$ cat src/rtl/rx_poll_pkg.sv
package rx_poll_pkg;

  typedef enum logic [2:0] {
    PH_SLEEP = 3'd0,
    PH_PLL   = 3'd1,
    PH_SIG   = 3'd2,
    PH_CHK   = 3'd3,
    PH_RX    = 3'd4
  } poll_phase_e;

  // Legal phase changes of the polling loop.
  function automatic logic legal_step(poll_phase_e from_ph, poll_phase_e to_ph);
    logic ok;
    ok = 1'b0;
    case (from_ph)
      PH_SLEEP: ok = (to_ph == PH_PLL);
      PH_PLL:   ok = (to_ph == PH_SIG);
      PH_SIG:   ok = (to_ph == PH_CHK);
      PH_CHK:   ok = (to_ph == PH_SLEEP) || (to_ph == PH_RX);
      default:  ok = 1'b0;
    endcase
    return ok;
  endfunction

endpackage

$ cat src/rtl/poll_tick_counter.sv
module poll_tick_counter #(
  parameter int W = 8
) (
  input  logic         clk,
  input  logic         rst,
  input  logic         clr,
  input  logic         tick,
  input  logic [W-1:0] target,
  output logic         done
);

  logic [W-1:0] cnt;

  always_ff @(posedge clk) begin
    if (rst || clr) begin
      cnt <= '0;
    end else if (tick && (cnt != target)) begin
      cnt <= cnt + W'(1);
    end
  end

  assign done = (cnt == target);

  // while counting, the count never passes its target
  p_cnt_bound_r3: assert property (@(posedge clk) disable iff (rst)
    !clr |-> (cnt <= target));

  // a change of count outside a clear is a single step on a tick
  p_cnt_step_r6: assert property (@(posedge clk) disable iff (rst)
    (!$past(clr) && !$past(rst) && (cnt != $past(cnt)))
      |-> ((cnt == $past(cnt) + W'(1)) && $past(tick)));

endmodule

$ cat src/rtl/poll_cfg_shadow.sv
module poll_cfg_shadow #(
  parameter int SLEEP_W  = 5,
  parameter int SU_W     = 4,
  parameter int PRESCALE = 1024,
  parameter int EXT_MULT = 8,
  parameter int CNT_W    = 19
) (
  input  logic               clk,
  input  logic               rst,
  input  logic               load,
  input  logic [SLEEP_W-1:0] cfg_sleep,
  input  logic               cfg_ext,
  input  logic [SU_W-1:0]    cfg_su_len,
  output logic [CNT_W-1:0]   slp_target,
  output logic [SU_W-1:0]    su_target
);

  localparam bit PRE_POW2 = ((PRESCALE & (PRESCALE - 1)) == 0);
  localparam int PRE_SH   = $clog2(PRESCALE);

  logic [CNT_W-1:0] base;
  logic [CNT_W-1:0] full;

  generate
    if (PRE_POW2) begin : g_shift
      always_comb base = CNT_W'(cfg_sleep) << PRE_SH;
    end else begin : g_mult
      always_comb base = CNT_W'(cfg_sleep) * CNT_W'(PRESCALE);
    end
  endgenerate

  always_comb full = cfg_ext ? (base * CNT_W'(EXT_MULT)) : base;

  always_ff @(posedge clk) begin
    if (rst) begin
      slp_target <= '0;
      su_target  <= '0;
    end else if (load) begin
      slp_target <= full;
      su_target  <= cfg_su_len;
    end
  end

  // captured values change only in a load cycle
  p_hold_r10: assert property (@(posedge clk) disable iff (rst)
    !$past(load) && !$past(rst) |-> ($stable(slp_target) && $stable(su_target)));

endmodule

$ cat src/rtl/rx_poll_sequencer.sv
module rx_poll_sequencer
  import rx_poll_pkg::*;
#(
  parameter int SLEEP_W  = 5,
  parameter int PRESCALE = 1024,
  parameter int EXT_MULT = 8,
  parameter int SU_W     = 4
) (
  input  logic               clk,
  input  logic               rst,
  input  logic               tick_en,
  input  logic               pll_locked,
  input  logic               chk_valid,
  input  logic               chk_pass,
  input  logic [SLEEP_W-1:0] cfg_sleep,
  input  logic               cfg_ext,
  input  logic [SU_W-1:0]    cfg_su_len,
  output logic [2:0]         phase_o,
  output logic               pll_en,
  output logic               sigproc_en,
  output logic               rx_enter
);

  localparam int CNT_W = SLEEP_W + $clog2(PRESCALE) + $clog2(EXT_MULT) + 1;

  poll_phase_e      state, nxt;
  logic             load_q;
  logic [CNT_W-1:0] slp_target;
  logic [SU_W-1:0]  su_target;
  logic             slp_done, su_done;
  logic             slp_clr, su_clr;

  poll_cfg_shadow #(
    .SLEEP_W (SLEEP_W),
    .SU_W    (SU_W),
    .PRESCALE(PRESCALE),
    .EXT_MULT(EXT_MULT),
    .CNT_W   (CNT_W)
  ) u_shadow (
    .clk       (clk),
    .rst       (rst),
    .load      (load_q),
    .cfg_sleep (cfg_sleep),
    .cfg_ext   (cfg_ext),
    .cfg_su_len(cfg_su_len),
    .slp_target(slp_target),
    .su_target (su_target)
  );

  assign slp_clr = load_q || (state != PH_SLEEP);
  assign su_clr  = (state != PH_SIG);

  poll_tick_counter #(.W(CNT_W)) u_sleep_cnt (
    .clk   (clk),
    .rst   (rst),
    .clr   (slp_clr),
    .tick  (tick_en),
    .target(slp_target),
    .done  (slp_done)
  );

  poll_tick_counter #(.W(SU_W)) u_su_cnt (
    .clk   (clk),
    .rst   (rst),
    .clr   (su_clr),
    .tick  (tick_en),
    .target(su_target),
    .done  (su_done)
  );

  always_comb begin
    nxt = state;
    case (state)
      PH_SLEEP: if (!load_q && slp_done) nxt = PH_PLL;
      PH_PLL:   if (pll_locked)          nxt = PH_SIG;
      PH_SIG:   if (su_done)             nxt = PH_CHK;
      PH_CHK:   if (chk_valid)           nxt = chk_pass ? PH_RX : PH_SLEEP;
      default:                           nxt = PH_RX;
    endcase
  end

  always_ff @(posedge clk) begin
    if (rst) begin
      state      <= PH_SLEEP;
      load_q     <= 1'b1;
      pll_en     <= 1'b0;
      sigproc_en <= 1'b0;
      rx_enter   <= 1'b0;
    end else begin
      state      <= nxt;
      load_q     <= (nxt == PH_SLEEP) && (state != PH_SLEEP);
      pll_en     <= (nxt != PH_SLEEP);
      sigproc_en <= (nxt == PH_SIG) || (nxt == PH_CHK) || (nxt == PH_RX);
      rx_enter   <= (state == PH_CHK) && (nxt == PH_RX);
    end
  end

  assign phase_o = state;

  // one cycle after reset the loop sits in sleep with the PLL off
  p_reset_r1: assert property (@(posedge clk)
    $past(rst) |-> ((state == PH_SLEEP) && !pll_en && !sigproc_en && !rx_enter));

  // only legal phase steps
  p_order_r2: assert property (@(posedge clk) disable iff (rst)
    (state != $past(state)) && !$past(rst) |-> legal_step($past(state), state));

  // sleep is left only once the sleep count is reached, never in the load cycle
  p_sleep_exit_r3: assert property (@(posedge clk) disable iff (rst)
    (state == PH_PLL) && ($past(state) == PH_SLEEP) |-> ($past(slp_done) && !$past(load_q)));

  // the signal path starts only after a sampled lock
  p_lock_gate_r5: assert property (@(posedge clk) disable iff (rst)
    $rose(sigproc_en) |-> $past(pll_locked));

  // signal processing never runs without the synthesizer
  p_enables_r7: assert property (@(posedge clk) disable iff (rst)
    sigproc_en |-> pll_en);

  // sleep keeps everything off
  p_sleep_off_r7: assert property (@(posedge clk) disable iff (rst)
    (state == PH_SLEEP) |-> (!pll_en && !sigproc_en));

  // the handover pulse lasts one cycle
  p_rx_pulse_r8: assert property (@(posedge clk) disable iff (rst)
    rx_enter |=> !rx_enter);

  // receive phase holds until reset
  p_halt_r8: assert property (@(posedge clk) disable iff (rst)
    (state == PH_RX) |=> (state == PH_RX));

  // receive is reached only from a passing check
  p_rx_entry_r11: assert property (@(posedge clk) disable iff (rst)
    (state == PH_RX) && ($past(state) != PH_RX) && !$past(rst)
      |-> (($past(state) == PH_CHK) && $past(chk_valid) && $past(chk_pass)));

endmodule

$ cat config.mk
export PLATFORM = sky130hd
export DESIGN_NAME = rx_poll_sequencer
export DESIGN_NICKNAME = d
export VERILOG_FILES = /design/src/rtl/rx_poll_pkg.sv /design/src/rtl/poll_tick_counter.sv /design/src/rtl/poll_cfg_shadow.sv /design/src/rtl/rx_poll_sequencer.sv
export SDC_FILE = /design/constraint.sdc
export NUM_CORES = 1
export LEC_CHECK = 0
export ABC_AREA = 0
export BUFFER_PORTS_ARGS = -buffer_cell sky130_fd_sc_hd__buf_4
export CAP_MARGIN = 20
export CORE_MARGIN = 2
export CORE_UTILIZATION = 57
export CTS_CLUSTER_DIAMETER = 100
export CTS_CLUSTER_SIZE = 10
export DETAILED_ROUTE_END_ITERATION = 12
export HOLD_SLACK_MARGIN = 0.1
export PLACE_DENSITY = 0.78
export SYNTH_ARGS = -nofsm -noshare
export SYNTH_HDL_FRONTEND = slang
export SYNTH_SLANG_ARGS = --single-unit
$ cat constraint.sdc
create_clock -name clk -period 2.1 [get_ports clk]
set_clock_uncertainty 0.1 [all_clocks]
set_input_delay 0 -clock clk [delete_from_list [all_inputs] [get_ports clk]]
set_output_delay 0 -clock clk [all_outputs]
set_load 0.005 [all_outputs]
==> flow_summary.toml <==
[global_route]
grt_pass1_wl_um = 7140
grt_max_degree = 21
overflow = 0
grt_usage_pct = 23.6
grt_antenna_before_repair = 0
first_global_vias = 1579

[logic_synthesis]
ys_async_sr_fraction_pct = 0
yosysUniqueCellTypes = 40
ys_seq_area_share_pct = 43.4
synth_top_area_share_pct = 43.4
synth_top_area_cell = "dfxtp_1"
post-synth-top-count-cell = "dfxtp_1"
syn-num-nets = 235
ys.warnings.count = 0
synth_common_cells = "dfxtp_1, nor2_1, xnor2_1"
syn_inst = 216
ys_ff_latch = 42
syn_area_per_cell_um2 = 8.97
synth_edf_count = 0
netlist_area_um2 = 1940
ys_top_cells_by_area = "dfxtp_1, xnor2_1, nor2_1, xor2_1, mux2i_1"
ys.flop_type = "dfxtp_1"

[sta]
worst_slew_margin_rel_pct = 63.9
period_share_pct = 95.4
drv_slew = 0
setup_viol = 0
hold_violations = 0
tightest_slew_ns = 0.536
fin_setup_tns_ns = 0
period_minus_slack_ns = 2.00
fmax_ghz = 0.499

[setup_path]
crit_fanout = 19
critical_path.endpoint_type = "flip-flop"
critical_path_required_ns = 2.31
crit_arrival_ns = 2.21
max_stage_delay_ns = 0.55
slowest_stage = "dlygate4sd3_1"
start_kind = "flip-flop"
crit_type = "flip-flop to flip-flop"
path_cells = "buf_8, nand3_1, dlygate4sd3_1, a21oi_1, dlygate4sd3_1"
cpMostUsedCell = "dlygate4sd3_1"

[detailed_routing]
wirelength_um = 4270
vias_per_cell = 5.28
drc = 0
drtIter0Drc = 77
vias = 1653
routedWlPerCell_um = 13.6
ant_nets = 0
dr.pass1.iters = 4

[cts]
cts_made_buffers = 5
clk_pin_slew_ns = 0.12
clockBufferDepth = 2
postCtsSetupRepairBufs = 0
cts-root-buf = "clkbuf_4"
clock_latency_ns = 0.36
clock_sinks = 42
cts_tree = "yes"
htree_levels = 2

[pwr]
p_leak_nw = 0.975
vdd_drop_max_v = 0.000549
clkPwrFrac_pct = 30.3
pwr-share-seq_pct = 51.7
intPower_mw = 1.24
swShare_pct = 25.6
p_switching_mw = 0.428
pwr-share-comb_pct = 18.0
power_density_nw_per_um2 = 668

[floorplan]
die_w_um = 62.3
io-pin-count = 22
core_um2 = 3310
die_h_um = 62.3
row_count = 21
start_util_pct = 58.5
die-area_um2 = 3880

[place]
gp_congestion = 0.750
post-dp-hpwl_um = 2670
port_buffers = 21
dp.cells = 278

[finish]
drive_above_1_share_pct = 14.6
stdcell_count = 313
num-nets-final = 285
diodes = 0
area_growth_pct = 29.0

[job]
max_cap_violations = 0

[outcome]
status = "complete, no violations"

[hold_path]
min_path_type = "input port to flip-flop"
==> logic make-up (layout without fill, tap and decap cells) <==
logic type | count (synthesis) | after routing | synth area share (%)
compound gates | 25 | 25 | 8.59
mux | 8 | 8 | 4.13
buf+inv | 16 | 67 | 3.55
simple gates | 92 | 92 | 24.9
fa+ha+maj | 3 | 3 | 1.94
xor+xnor | 30 | 30 | 13.6
flops | 42 | 42 | 43.4
==> path summary, 6_finish.rpt <==
| kind | from | end | slack, ns | depth (start not counted) |
|---|---|---|---|---|
| worst min register to register | u_su_cnt.cnt[3] | u_su_cnt.cnt[3] | 0.41 | 2 |
| worst max-delay path | load_q | u_shadow.slp_target[16] | 0.1 | 5 |
| worst max register to register | load_q | u_shadow.slp_target[16] | 0.1 | 5 |
| worst min-delay path | rst | phase_o[0] | 0.41 | 3 |
==> flip-flops by register name, indices dropped and copies added, names as in the netlist <==
register,flops
phase_o,3
sigproc_en,1
u_shadow.slp_target,8
rx_enter,1
u_su_cnt.cnt,4
load_q,1
u_shadow.su_target,4
u_sleep_cnt.cnt,19
pll_en,1
==> power by group through the flow <==
stage                     combinational (mW)  clock [mW]  sequential [mW]
after detailed placement               0.239           0            0.879
after global placement                 0.235           0            0.878
final                                  0.301       0.506            0.863
after CTS                              0.289       0.517            0.861
after global routing                   0.328       0.542            0.868
after floorplan                        0.165           0            0.871
==> layout by cell type, fill, tap and decap left out, types with 2 or more instances in the layout <==
cell type	n
nand2b_1	4
nor3_1	5
or3_1	8
xnor2_1	17
nand2_1	7
mux2i_1	8
nand3_1	11
clkinv_2	2
xor2_1	13
a21oi_1	11
ha_1	3
and3_1	3
dlygate4sd3_1	27
nor2b_1	4
buf_4	25
dfxtp_1	42
o21ai_0	3
nor4_1	3
a211oi_1	2
clkbuf_4	5
nor2_1	34
inv_1	6
nand4_1	5
==> per-stage QoR <==
stage | util (%) | hold WS [ns] | total power, mW | setup slack, ns | cell area [µm²]
5_1_grt | 75.5 | 0.392 | 1.74 | -0.00655 | 2500
3_5_place_dp | 64.8 | 0.145 | 1.12 | 0.178 | 2140
4_1_cts | 75.3 | 0.382 | 1.67 | 0.0586 | 2490
6_report | 75.5 | 0.409 | 1.67 | 0.0962 | 2500
3_3_place_gp | 64.8 | 0.133 | 1.11 | 0.243 | 2140
2_1_floorplan | - | 0.0391 | 1.04 | 0.284 | 1940
==> worst max-delay path, delay by kind of cell (launching register included) <==
kind	cells	cell delay (ns)
AO/OA/AOI/OAI	1	0.13
AND/OR/NAND/NOR	1	0.07
buffers and inverters	3	1.28
flip-flops	1	0.37
==> routing by layer <==
| layer | part of all wire, % | track usage, % | vias to the layer above |
|---|---|---|---|
| li1 | - | - | 844 |
| met1 | 43 | 28.4 | 766 |
| met2 | 50 | 40.9 | 35 |
| met3 | 4.4 | 4.71 | 8 |
| met4 | 1.7 | 10.3 | 0 |
| met5 | 0 | 0 | - |
==> timing repair <==
action | CTS | global route
hold buffers | 27 | 0
hold endpoints to repair | 29 | 0
gates resized for setup | 0 | 2
setup endpoints to repair | 0 | 1
==> layout make-up <==
cell class / instances / area (µm²)
Sequential cell: 42 / 841
Fill cell: 236 / 811
Clock inverter: 3 / 40.0
Clock buffer: 5 / 37.5
Inverter: 6 / 22.5
Tap cell: 46 / 57.6
Timing Repair Buffer: 53 / 473
Multi-Input combinational cell: 158 / 1030
Power figures use the tool's default switching activity.
